`config.mk`:
```
export PLATFORM = sky130hd
export DESIGN_NAME = irq_prio_resolver
export DESIGN_NICKNAME = d
export VERILOG_FILES = /design/src/rtl/irq_pkg.sv /design/src/rtl/irq_src_cond.sv /design/src/rtl/irq_arbiter.sv /design/src/rtl/irq_ccr_stack.sv /design/src/rtl/irq_prio_resolver.sv
export SDC_FILE = /design/constraint.sdc
export NUM_CORES = 1
export LEC_CHECK = 0
export ABC_AREA = 1
export BUFFER_PORTS_ARGS = -buffer_cell sky130_fd_sc_hd__clkbuf_2
export CAP_MARGIN = 20
export CELL_PAD_IN_SITES_DETAIL_PLACEMENT = 0
export CELL_PAD_IN_SITES_GLOBAL_PLACEMENT = 1
export CORE_ASPECT_RATIO = 1.5
export CORE_MARGIN = 8
export CORE_UTILIZATION = 38
export CTS_CLUSTER_SIZE = 40
export DETAILED_ROUTE_END_ITERATION = 8
export GPL_TIMING_DRIVEN = 0
export HOLD_SLACK_MARGIN = 0.02
export PLACE_DENSITY = 0.89
export SYNTH_ARGS = -nofsm -noshare
export SYNTH_HDL_FRONTEND = slang
export SYNTH_SLANG_ARGS = --single-unit
```
`constraint.sdc`:
```
create_clock -name clk -period 4.36 [get_ports clk]
set_clock_uncertainty 0.1 [all_clocks]
set_input_delay 0.436 -clock clk [delete_from_list [all_inputs] [get_ports clk]]
set_output_delay 0.436 -clock clk [all_outputs]
set_load 0.01 [all_outputs]
```
`src/rtl/irq_pkg.sv`:
```
package irq_pkg;
  typedef enum logic [2:0] {K_NONE, K_TRAP, K_SWI, K_XIRQ, K_MASK} kind_e;

  localparam logic [7:0] VEC_HI   = 8'hFF;
  localparam logic [7:0] VEC_TRAP = 8'hF8;
  localparam logic [7:0] VEC_SWI  = 8'hF6;
  localparam logic [7:0] VEC_XIRQ = 8'hF4;
  localparam logic [7:0] VEC_IRQ  = 8'hF2;

  // maskable slot 0 is the external pin, slot k+1 is peripheral k
  function automatic logic [7:0] mask_vec_lo(int slot);
    return 8'(int'(VEC_IRQ) - 2 * slot);
  endfunction
endpackage

```
`src/rtl/irq_src_cond.sv`:
```
module irq_src_cond #(
  parameter int NUM_SRC = 8
) (
  input  logic               clk,
  input  logic               rst,
  input  logic               irq_n,
  input  logic               irq_edge_mode,
  input  logic               swi_stb,
  input  logic               trap_stb,
  input  logic [NUM_SRC-1:0] per_flag,
  input  logic [NUM_SRC-1:0] per_en,
  input  logic               clr_irq,
  input  logic               clr_swi,
  input  logic               clr_trap,
  output logic               irq_act,
  output logic               swi_pend,
  output logic               trap_pend,
  output logic [NUM_SRC-1:0] per_act
);
  logic irq_prev_q, irq_lat_q, fall_now;

  assign fall_now = irq_prev_q & ~irq_n;

  always_ff @(posedge clk) begin
    if (rst) begin
      irq_prev_q <= 1'b1;
      irq_lat_q  <= 1'b0;
      swi_pend   <= 1'b0;
      trap_pend  <= 1'b0;
    end else begin
      irq_prev_q <= irq_n;
      if (!irq_edge_mode)   irq_lat_q <= 1'b0;
      else if (fall_now)    irq_lat_q <= 1'b1;
      else if (clr_irq)     irq_lat_q <= 1'b0;
      if (swi_stb)          swi_pend  <= 1'b1;
      else if (clr_swi)     swi_pend  <= 1'b0;
      if (trap_stb)         trap_pend <= 1'b1;
      else if (clr_trap)    trap_pend <= 1'b0;
    end
  end

  assign irq_act = irq_edge_mode ? irq_lat_q : ~irq_n;

  for (genvar g = 0; g < NUM_SRC; g++) begin : g_local
    assign per_act[g] = per_flag[g] & per_en[g];
  end

  // an acknowledged edge latch drops unless a fresh edge arrives
  a_r8_edge_clear: assert property (@(posedge clk) disable iff (rst)
    (clr_irq && irq_edge_mode && !fall_now) |=> !irq_lat_q);
  // strobed requests persist until cleared by acknowledge
  a_r10_swi_hold: assert property (@(posedge clk) disable iff (rst)
    (swi_pend && !clr_swi) |=> swi_pend);
  a_r10_trap_hold: assert property (@(posedge clk) disable iff (rst)
    (trap_pend && !clr_trap) |=> trap_pend);
endmodule

```
`src/rtl/irq_arbiter.sv`:
```
module irq_arbiter
  import irq_pkg::*;
#(
  parameter int NUM_SRC = 8,
  localparam int M  = NUM_SRC + 1,
  localparam int IW = $clog2(M + 1)
) (
  input  logic               trap_pend,
  input  logic               swi_pend,
  input  logic               xirq_act,
  input  logic               x_mask,
  input  logic               i_mask,
  input  logic               irq_act,
  input  logic [NUM_SRC-1:0] per_act,
  input  logic [6:0]         elev_sel,
  output kind_e              win_kind,
  output logic [IW-1:0]      win_idx,
  output logic [7:0]         win_lo
);
  logic [M-1:0] mreq, match;
  logic          def_hit, elev_hit;
  logic [IW-1:0] def_idx, elev_idx, sel_idx;

  assign mreq = {per_act, irq_act};

  for (genvar g = 0; g < M; g++) begin : g_match
    localparam logic [7:0] VLO = mask_vec_lo(g);
    assign match[g] = (VLO[7:1] == elev_sel);
  end

  always_comb begin
    def_hit  = 1'b0;
    def_idx  = '0;
    elev_hit = 1'b0;
    elev_idx = '0;
    for (int k = M - 1; k >= 0; k--) begin
      if (mreq[k]) begin
        def_hit = 1'b1;
        def_idx = IW'(k);
      end
      if (mreq[k] && match[k]) begin
        elev_hit = 1'b1;
        elev_idx = IW'(k);
      end
    end
    sel_idx = elev_hit ? elev_idx : def_idx;
  end

  always_comb begin
    win_kind = K_NONE;
    win_idx  = '0;
    win_lo   = 8'h00;
    if (trap_pend) begin
      win_kind = K_TRAP;
      win_lo   = VEC_TRAP;
    end else if (swi_pend) begin
      win_kind = K_SWI;
      win_lo   = VEC_SWI;
    end else if (xirq_act && !x_mask) begin
      win_kind = K_XIRQ;
      win_lo   = VEC_XIRQ;
    end else if (!i_mask && def_hit) begin
      win_kind = K_MASK;
      win_idx  = sel_idx;
      win_lo   = mask_vec_lo(int'(sel_idx));
    end
  end
endmodule

```
`src/rtl/irq_ccr_stack.sv`:
```
module irq_ccr_stack #(
  parameter int DEPTH = 4,
  localparam int PW = $clog2(DEPTH + 1)
) (
  input  logic clk,
  input  logic rst,
  input  logic sei,
  input  logic cli,
  input  logic clx,
  input  logic push,
  input  logic push_nmi,
  input  logic pop,
  output logic i_q,
  output logic x_q
);
  logic [1:0]    stk [DEPTH];
  logic [PW-1:0] sp_q;
  logic          do_wr, do_pop;

  assign do_wr  = push && (sp_q < PW'(DEPTH));
  assign do_pop = !push && pop && (sp_q != '0);

  always_ff @(posedge clk) begin
    if (do_wr) stk[sp_q] <= {i_q, x_q};
  end

  always_ff @(posedge clk) begin
    if (rst) begin
      sp_q <= '0;
      i_q  <= 1'b1;
      x_q  <= 1'b1;
    end else if (push) begin
      if (do_wr) sp_q <= sp_q + 1'b1;
      i_q <= 1'b1;
      x_q <= x_q | push_nmi;
    end else if (do_pop) begin
      {i_q, x_q} <= stk[sp_q - 1'b1];
      sp_q <= sp_q - 1'b1;
    end else begin
      if (sei)      i_q <= 1'b1;
      else if (cli) i_q <= 1'b0;
      if (clx)      x_q <= 1'b0;
    end
  end

  // every accepted entry leaves I set, and X set for non-maskable ones
  a_r9_entry_sets_i: assert property (@(posedge clk) disable iff (rst)
    push |=> i_q);
  a_r9_nmi_sets_x: assert property (@(posedge clk) disable iff (rst)
    (push && push_nmi) |=> x_q);
  // X can only come back through an entry or a restore
  a_r11_x_no_sw_set: assert property (@(posedge clk) disable iff (rst)
    $rose(x_q) |-> ($past(push) || $past(pop)));
endmodule

```
`src/rtl/irq_prio_resolver.sv`:
```
module irq_prio_resolver
  import irq_pkg::*;
#(
  parameter int NUM_SRC   = 8,
  parameter int STK_DEPTH = 4,
  localparam int M  = NUM_SRC + 1,
  localparam int IW = $clog2(M + 1)
) (
  input  logic               clk,
  input  logic               rst,
  input  logic [NUM_SRC-1:0] per_flag,
  input  logic [NUM_SRC-1:0] per_en,
  input  logic               irq_n,
  input  logic               irq_edge_mode,
  input  logic               xirq_n,
  input  logic               swi_stb,
  input  logic               trap_stb,
  input  logic               sei,
  input  logic               cli,
  input  logic               clx,
  input  logic               elev_wr,
  input  logic [7:0]         elev_wdata,
  input  logic               ack,
  input  logic               ret,
  output logic               req_valid,
  output logic [15:0]        req_vec,
  output logic               req_nmi,
  output logic               i_mask,
  output logic               x_mask,
  output logic [7:0]         elev_val
);
  logic               irq_act, swi_pend, trap_pend;
  logic [NUM_SRC-1:0] per_act;
  logic [6:0]         elev_q;
  kind_e              win_kind, kind_q;
  logic [IW-1:0]      win_idx, idx_q;
  logic [7:0]         win_lo, lo_q;
  logic               vld_q, ack_fire;
  logic               unused_bit0;

  assign unused_bit0 = elev_wdata[0];
  assign ack_fire    = ack & vld_q;

  irq_src_cond #(.NUM_SRC(NUM_SRC)) u_src (
    .clk, .rst, .irq_n, .irq_edge_mode, .swi_stb, .trap_stb, .per_flag, .per_en,
    .clr_irq  (ack_fire && kind_q == K_MASK && idx_q == '0),
    .clr_swi  (ack_fire && kind_q == K_SWI),
    .clr_trap (ack_fire && kind_q == K_TRAP),
    .irq_act, .swi_pend, .trap_pend, .per_act
  );

  irq_arbiter #(.NUM_SRC(NUM_SRC)) u_arb (
    .trap_pend, .swi_pend, .xirq_act(~xirq_n), .x_mask, .i_mask,
    .irq_act, .per_act, .elev_sel(elev_q),
    .win_kind, .win_idx, .win_lo
  );

  irq_ccr_stack #(.DEPTH(STK_DEPTH)) u_ccr (
    .clk, .rst, .sei, .cli, .clx,
    .push(ack_fire), .push_nmi(kind_q != K_MASK), .pop(ret),
    .i_q(i_mask), .x_q(x_mask)
  );

  always_ff @(posedge clk) begin
    if (rst) elev_q <= 7'd0;
    else if (elev_wr && i_mask) elev_q <= elev_wdata[7:1];
  end

  always_ff @(posedge clk) begin
    if (rst) begin
      vld_q  <= 1'b0;
      kind_q <= K_NONE;
      idx_q  <= '0;
      lo_q   <= 8'h00;
    end else begin
      vld_q  <= !ack_fire && (win_kind != K_NONE);
      kind_q <= win_kind;
      idx_q  <= win_idx;
      lo_q   <= win_lo;
    end
  end

  assign req_valid = vld_q;
  assign req_vec   = {VEC_HI, lo_q};
  assign req_nmi   = vld_q && (kind_q != K_MASK);
  assign elev_val  = {elev_q, 1'b0};

  // elevation register changes only if I was set at the write
  a_r7_elev_guard: assert property (@(posedge clk) disable iff (rst)
    !(elev_wr && i_mask) |=> $stable(elev_q));
  // external non-maskable entry only when X was clear
  a_r3_xirq_gated: assert property (@(posedge clk) disable iff (rst)
    (vld_q && kind_q == K_XIRQ) |-> $past(!x_mask));
  // maskable entry only when I was clear
  a_r4_mask_gated: assert property (@(posedge clk) disable iff (rst)
    (vld_q && kind_q == K_MASK) |-> $past(!i_mask));
  // a maskable winner never hides a pending strobed non-maskable one
  a_r2_nmi_first: assert property (@(posedge clk) disable iff (rst)
    (vld_q && kind_q == K_MASK) |-> $past(!trap_pend && !swi_pend));
endmodule

```
[Yosys cells after proc, flatten, opt, wreduce, memory -nomap -nowiden]
Memories as Yosys holds them, arrays and structs flattened.
Cells that the tools add are included.
Cells by class
  add/sub/neg operators: 3
  $lt $le $gt $ge: 1
  equality and inequality tests: 14
  mux-type cells: 63
  bitwise logic cells: 15
  reduce and logical (&&, ||, !) cells: 38
Operators by type and width (count)
  4-bit two-way mux: 19
  7-bit equality test, first input constant: 9
  1-bit two-way mux: 33
  8-bit two-way mux: 4
  1-bit logical AND: 21
  3-bit two-way mux: 7
  3-bit nonzero test: 4
  1-bit AND: 10
  2-bit nonzero test: 4
  8-bit by 5-bit subtractor with 8-bit output, first input constant: 1
  2-bit OR reduction: 3
  5-bit OR reduction: 1
  4-bit logical NOT: 1
  1-bit NOT: 4
  3-bit by 1-bit adder with 3-bit output, second input constant: 1
  3-bit by 1-bit equality test with 1-bit output, second input constant: 1
  3-bit by 2-bit equality test with 1-bit output, second input constant: 1
  3-bit equality test, second input constant: 1
  1-bit logical NOT: 3
  3-bit less-than comparator, second input constant: 1
  3-bit != test, second input constant: 1
  3-bit by 1-bit subtractor with 3-bit output, second input constant: 1
  2-bit by 1-bit != test with 1-bit output, second input constant: 1
  2-bit AND reduction: 1
  1-bit OR: 1
Word-level totals
  flip-flop bits (word level): 32
  bits in writable memories: 8
  word-level logic and storage cells: 149
  memories: 1
Memory list
  u_ccr.stk: words 4, bits a word 2, rd ports 1, clocked after Yosys merged registers in 0, wr ports 1, line irq_ccr_stack.sv:16  | logic [1:0] stk [DEPTH];

[Depth between registers and ports, before layout]
  depth in word-level cells: 17
  depth in mapped cells: 13
  gate-level depth less buffers: 13

[Hierarchy]
A second synthesis with hierarchy kept.
Unflattened totals
  cells, all modules: 351
  area, all modules: 2382.3 um^2
By module, submodules not included
  irq_prio_resolver: instances 1, cells an instance 123, area each 900.9 um^2, sequential area each 460.4 um^2
  irq_ccr_stack: instances 1, cells an instance 84, area each 720.7 um^2, sequential area each 340.3 um^2
  irq_arbiter: instances 1, cells an instance 106, area each 541.8 um^2, sequential area each 0.0 um^2
  irq_src_cond: instances 1, cells an instance 38, area each 219.0 um^2, sequential area each 80.1 um^2

[Worst setup path before layout]
OpenSTA, ideal clock, no wires.
  path type: register -> register
  start: register elev_q[1]
  end: register lo_q[4]
  library setup time: 120 ps
  arrival time: 1512 ps
  required time: 4140 ps
  setup slack: 2628 ps
  cell stages (with the launch flop): 12
  buffers on the path: 0
  cells stage by stage: dfxtp_1 inv_1 nand2_1 nor2_1 nor2b_4 nor2_1 nand2_2 o21ai_2 nand2_2 ha_1 xnor2_1 a21oi_1
On the way
  word-level cells in the longest chain between the ends: 17
Ends and longest elaborated chain
  from (decl): line irq_prio_resolver.sv:34  | logic [6:0] elev_q;
  from (signal assigned): line irq_prio_resolver.sv:66  | else if (elev_wr && i_mask) elev_q <= elev_wdata[7:1];
  7-bit equality test: line irq_arbiter.sv:28  | assign match[g] = (VLO[7:1] == elev_sel);
  1-bit logical AND: line irq_arbiter.sv:41  | if (mreq[k] && match[k]) begin
  1-bit two-way mux or 4-bit two-way mux (tied branches) (9 in series): line irq_arbiter.sv:41
  4-bit two-way mux (*): line irq_arbiter.sv:46  | sel_idx = elev_hit ? elev_idx : def_idx;
  8-bit by 5-bit subtractor with 8-bit output (*): line irq_pkg.sv:12  | return 8'(int'(VEC_IRQ) - 2 * slot);
  8-bit two-way mux (*): line irq_arbiter.sv:62  | end else if (!i_mask && def_hit) begin
  8-bit two-way mux (*): line irq_arbiter.sv:59  | end else if (xirq_act && !x_mask) begin
  8-bit two-way mux (*): line irq_arbiter.sv:56  | end else if (swi_pend) begin
  8-bit two-way mux (*): line irq_arbiter.sv:53  | if (trap_pend) begin
  to (signal assigned): line irq_prio_resolver.sv:79  | lo_q <= win_lo;
  to (decl): line irq_prio_resolver.sv:37  | logic [7:0] win_lo, lo_q;
Every way passes the cells marked *; elsewhere a longest branch is shown, timed or not.
A chain may end at the register's enable or synchronous reset.

[Final worst setup path]
  start: register u_ccr.sp_q[0]
  end: register u_ccr.sp_q[0]
On the way
  word-level cells in the longest chain between the ends: 4
Ends and longest elaborated chain
  from (decl): line irq_ccr_stack.sv:17  | logic [PW-1:0] sp_q;
  from (signal assigned): line irq_ccr_stack.sv:33  | if (do_wr) sp_q <= sp_q + 1'b1;
  from (signal assigned): line irq_ccr_stack.sv:38  | sp_q <= sp_q - 1'b1;
  3-bit less-than comparator or 3-bit nonzero test (tied branches): line irq_ccr_stack.sv:20, irq_ccr_stack.sv:21
  1-bit logical AND, on equally long branches: line irq_ccr_stack.sv:20, irq_ccr_stack.sv:21
  2-bit by 1-bit != test with 1-bit output (no source line) or 2-bit nonzero test (tied branches)
  2-bit AND reduction (no source line)
Parallel ways exist; a longest one is shown, timed or not. The select of a mux whose other input is x is not followed.

==> flow_summary.ini <==
[job]
maxCapViolations = 0

[critical_path]
cp_common_cell = ha_1
crit_path_top_delay_cell = dfxtp_1
reg2reg_to = u_ccr.sp_q[0]
timing.rr.start = u_ccr.sp_q[0]
crit_end = u_ccr.sp_q[0]
slowest_delay_ns = 0.46
path_cells = inv_1, ha_1, ha_1, nor3_2, nor2_1, o21ai_0, a21oi_1
critPathRequiredTime_ns = 4.43
reg2reg_slack_ns = 2.36
critPathMaxFanout = 8
end_kind = register
cp.arrival_ns = 2.07
worstSetupStartpointType = register
reg2reg_depth = 7
worstSetupStartpoint = u_ccr.sp_q[0]
crit_type = register to register

[global_route]
grt_pass1_wl_microns = 8100
antenna_found_initial = 0
grt_max_degree = 13
gr-total-overflow = 0
grt_usage_pct = 12.9
grt_pass1_vias = 1880

[clocking]
post_cts.repair.setup_buffers = 0
cts.repair.resized = 0
clkTransAtPathRegs_ns = 0.07
cts-root-buf = clkbuf_8
cts_tree = built
cts_hold_buf = 0
tritoncts_num_sinks = 38
cts_max_level = 2
cts-buffers-inserted = 5
cts.path.max_buffers = 2
insertion_delay_ns = 0.29

[yosys]
ys_seq_area_share_pct = 41.7
netlist_area_sq_um = 2020
syn_inst = 270
ys_seq_elements = 38
ys_types = 34
syn_area_per_cell_sq_um = 7.47
ys_warn_count = 0

[floorplan]
core.rowCount = 32
die_x_microns = 75.5
io-pin-count = 65
die_area_sq_um = 7940
die_h_microns = 105
core_area_sq_um = 5120
floorplan.initialDensity_pct = 39.4

[hold_path]
min_path_type = input port to register

[placed_design]
numPortBuffers = 53
hpwl_microns = 4010
dpl_worst_slack_ns = 2.38
gp_congestion = 0.905

[final_layout]
diodes = 0
fillers = 528
layout-drive-gt1-share_pct = 28.6
post-route-util_pct = 48.4
nets = 381
area_growth_pct = 23.0

[sta]
min_period_ns = 2.00
fin_tns_setup_ns = 0
fmaxAchievable_mhz = 500
rsz0062_at_grt = false
whs_ns = 0.261
finalSetupViolCount = 0
timing.final.crit_share_pct = 45.9
hold_viol_final = 0
slew_violations = 0
layout_setup_ws_ns = 2.36

[drt]
drt_wl_total_microns = 4880
viasPerCell = 4.60
wl_per_cell_microns = 12.0
antenna_left = 0
drc = 0
first_pass_iters = 4
drt_iter0_drc = 156
vias = 1871

[power]
ir_drop_uv = 108
total_power_uw = 904
power_density_nw_per_um2 = 365
p_leak_nw = 1.27

[status]
status = finished clean
==> per-stage QoR <==
stage,instance area (sq um),std cells
after floorplan,2050,278
after global placement,2400,399
after detailed placement,2400,399
after CTS,2480,407
after global routing,2480,407
final,2480,407
==> routing by layer <==
layer  track usage, %  vias up  share of wire [%]
li1                 -      980                  -
met1             13.8      818                 40
met2             23.4       65                 51
met3             1.61        8                6.2
met4             6.35        0                2.3
met5                0        -                  0
==> cell usage in the layout (no fill, tap or decap), types with 10 or more instances in the layout <==
| cell type | instances |
|---|---|
| a21oi_1 | 16 |
| buf_4 | 11 |
| clkbuf_2 | 53 |
| conb_1 | 10 |
| dfxtp_1 | 30 |
| inv_1 | 36 |
| nand2_1 | 46 |
| nand2_2 | 10 |
| nand3_1 | 13 |
| nor2_1 | 42 |
| o21ai_0 | 13 |
==> cell usage after synthesis <==
cell       number  area [sq um]
nand2_1        46           173
nor2_1         42           158
inv_1          36           135
dfxtp_1        30           601
a21oi_1        16          80.1
nand3_1        13          65.1
o21ai_0        13          65.1
buf_4          11          82.6
nand2_2        10          62.6
edfxtp_1        8           240
ha_1            6          75.1
nand4_1         6          37.5
inv_2           5          18.8
nor2_2          4          25.0
clkbuf_1        2          7.51
conb_1          2          7.51
nor3_1          2          10.0
o22ai_1         2          12.5
a211oi_1        1          7.51
a22oi_1         1          7.51
nand3_2         1          10.0
nand3b_1        1          7.51
nand3b_4        1          20.0
nor2_8          1          20.0
nor2b_4         1          13.8
nor3_2          1          10.0
nor4_1          1          6.26
o2111ai_1       1          8.76
o211ai_1        1          7.51
o21a_1          1          7.51
o21ai_1         1          5.00
o21ai_2         1          8.76
o22ai_2         1          12.5
xnor2_1         1          8.76
==> worst max-delay path, delay by kind of cell (launching register included) <==
| kind | cells | cell delay (ns) |
|---|---|---|
| AO/OA/AOI/OAI | 2 | 0.23 |
| adder cells (fa/ha/maj) | 2 | 0.49 |
| buffers and inverters | 1 | 0.19 |
| AND/OR/NAND/NOR | 2 | 0.42 |
| flip-flops | 1 | 0.46 |
==> how the worst min path moves through the flow <==
stage | startpoint | endpoint | slack, ns | cells after the start
finish | swi_stb | u_src.swi_pend | 0.26 | 3
global route | swi_stb | u_src.swi_pend | 0.27 | 3
CTS | swi_stb | u_src.swi_pend | 0.25 | 3
detailed placement | u_src.irq_prev_q | u_src.irq_lat_q | 0.38 | 2
global placement | u_src.irq_prev_q | u_src.irq_lat_q | 0.37 | 2
floorplan | u_src.swi_pend | u_src.swi_pend | 0.36 | 2
==> report_power, final <==
group,switching (mW),internal [mW],leakage (nW)
logic,0.152,0.0960,0.907
clock network,0.120,0.111,0.0450
registers,0.0294,0.397,0.318
total,0.301,0.603,1.27
==> flip-flops by register name, summed over array words and instances, names as in the netlist <==
name	cells
idx_q	4
kind_q	3
req_valid	1
u_ccr.sp_q	3
u_src.trap_pend	1
u_ccr.x_q	1
u_src.swi_pend	1
u_src.irq_prev_q	1
lo_q	6
u_src.irq_lat_q	1
u_ccr.stk	8
elev_q	7
u_ccr.i_q	1
==> kinds of logic (layout without fill, tap and decap cells) <==
kind of cell	Yosys count	after routing	synth area share, %
AOI/OAI and AO/OA	39	39	11.0
and+or+nand+nor	130	130	30.6
DFF	38	38	41.7
adders and majority gates	6	6	3.72
other	2	10	0.372
buffers and inverters	54	115	12.1
xor gates and xnor gates	1	1	0.434
==> final cells by class <==
cell class / instances / area (sq um) / area share (%)
Multi-Input combinational cell: 186 / 962 / 38.8
Sequential cell: 38 / 841 / 33.9
Timing Repair Buffer: 53 / 265 / 10.7
Inverter: 41 / 154 / 6.21
Buffer: 13 / 90.1 / 3.63
Tap cell: 68 / 85.1 / 3.43
Clock buffer: 6 / 72.6 / 2.93
Clock inverter: 2 / 10.0 / 0.404
Power figures use the tool's default switching activity.
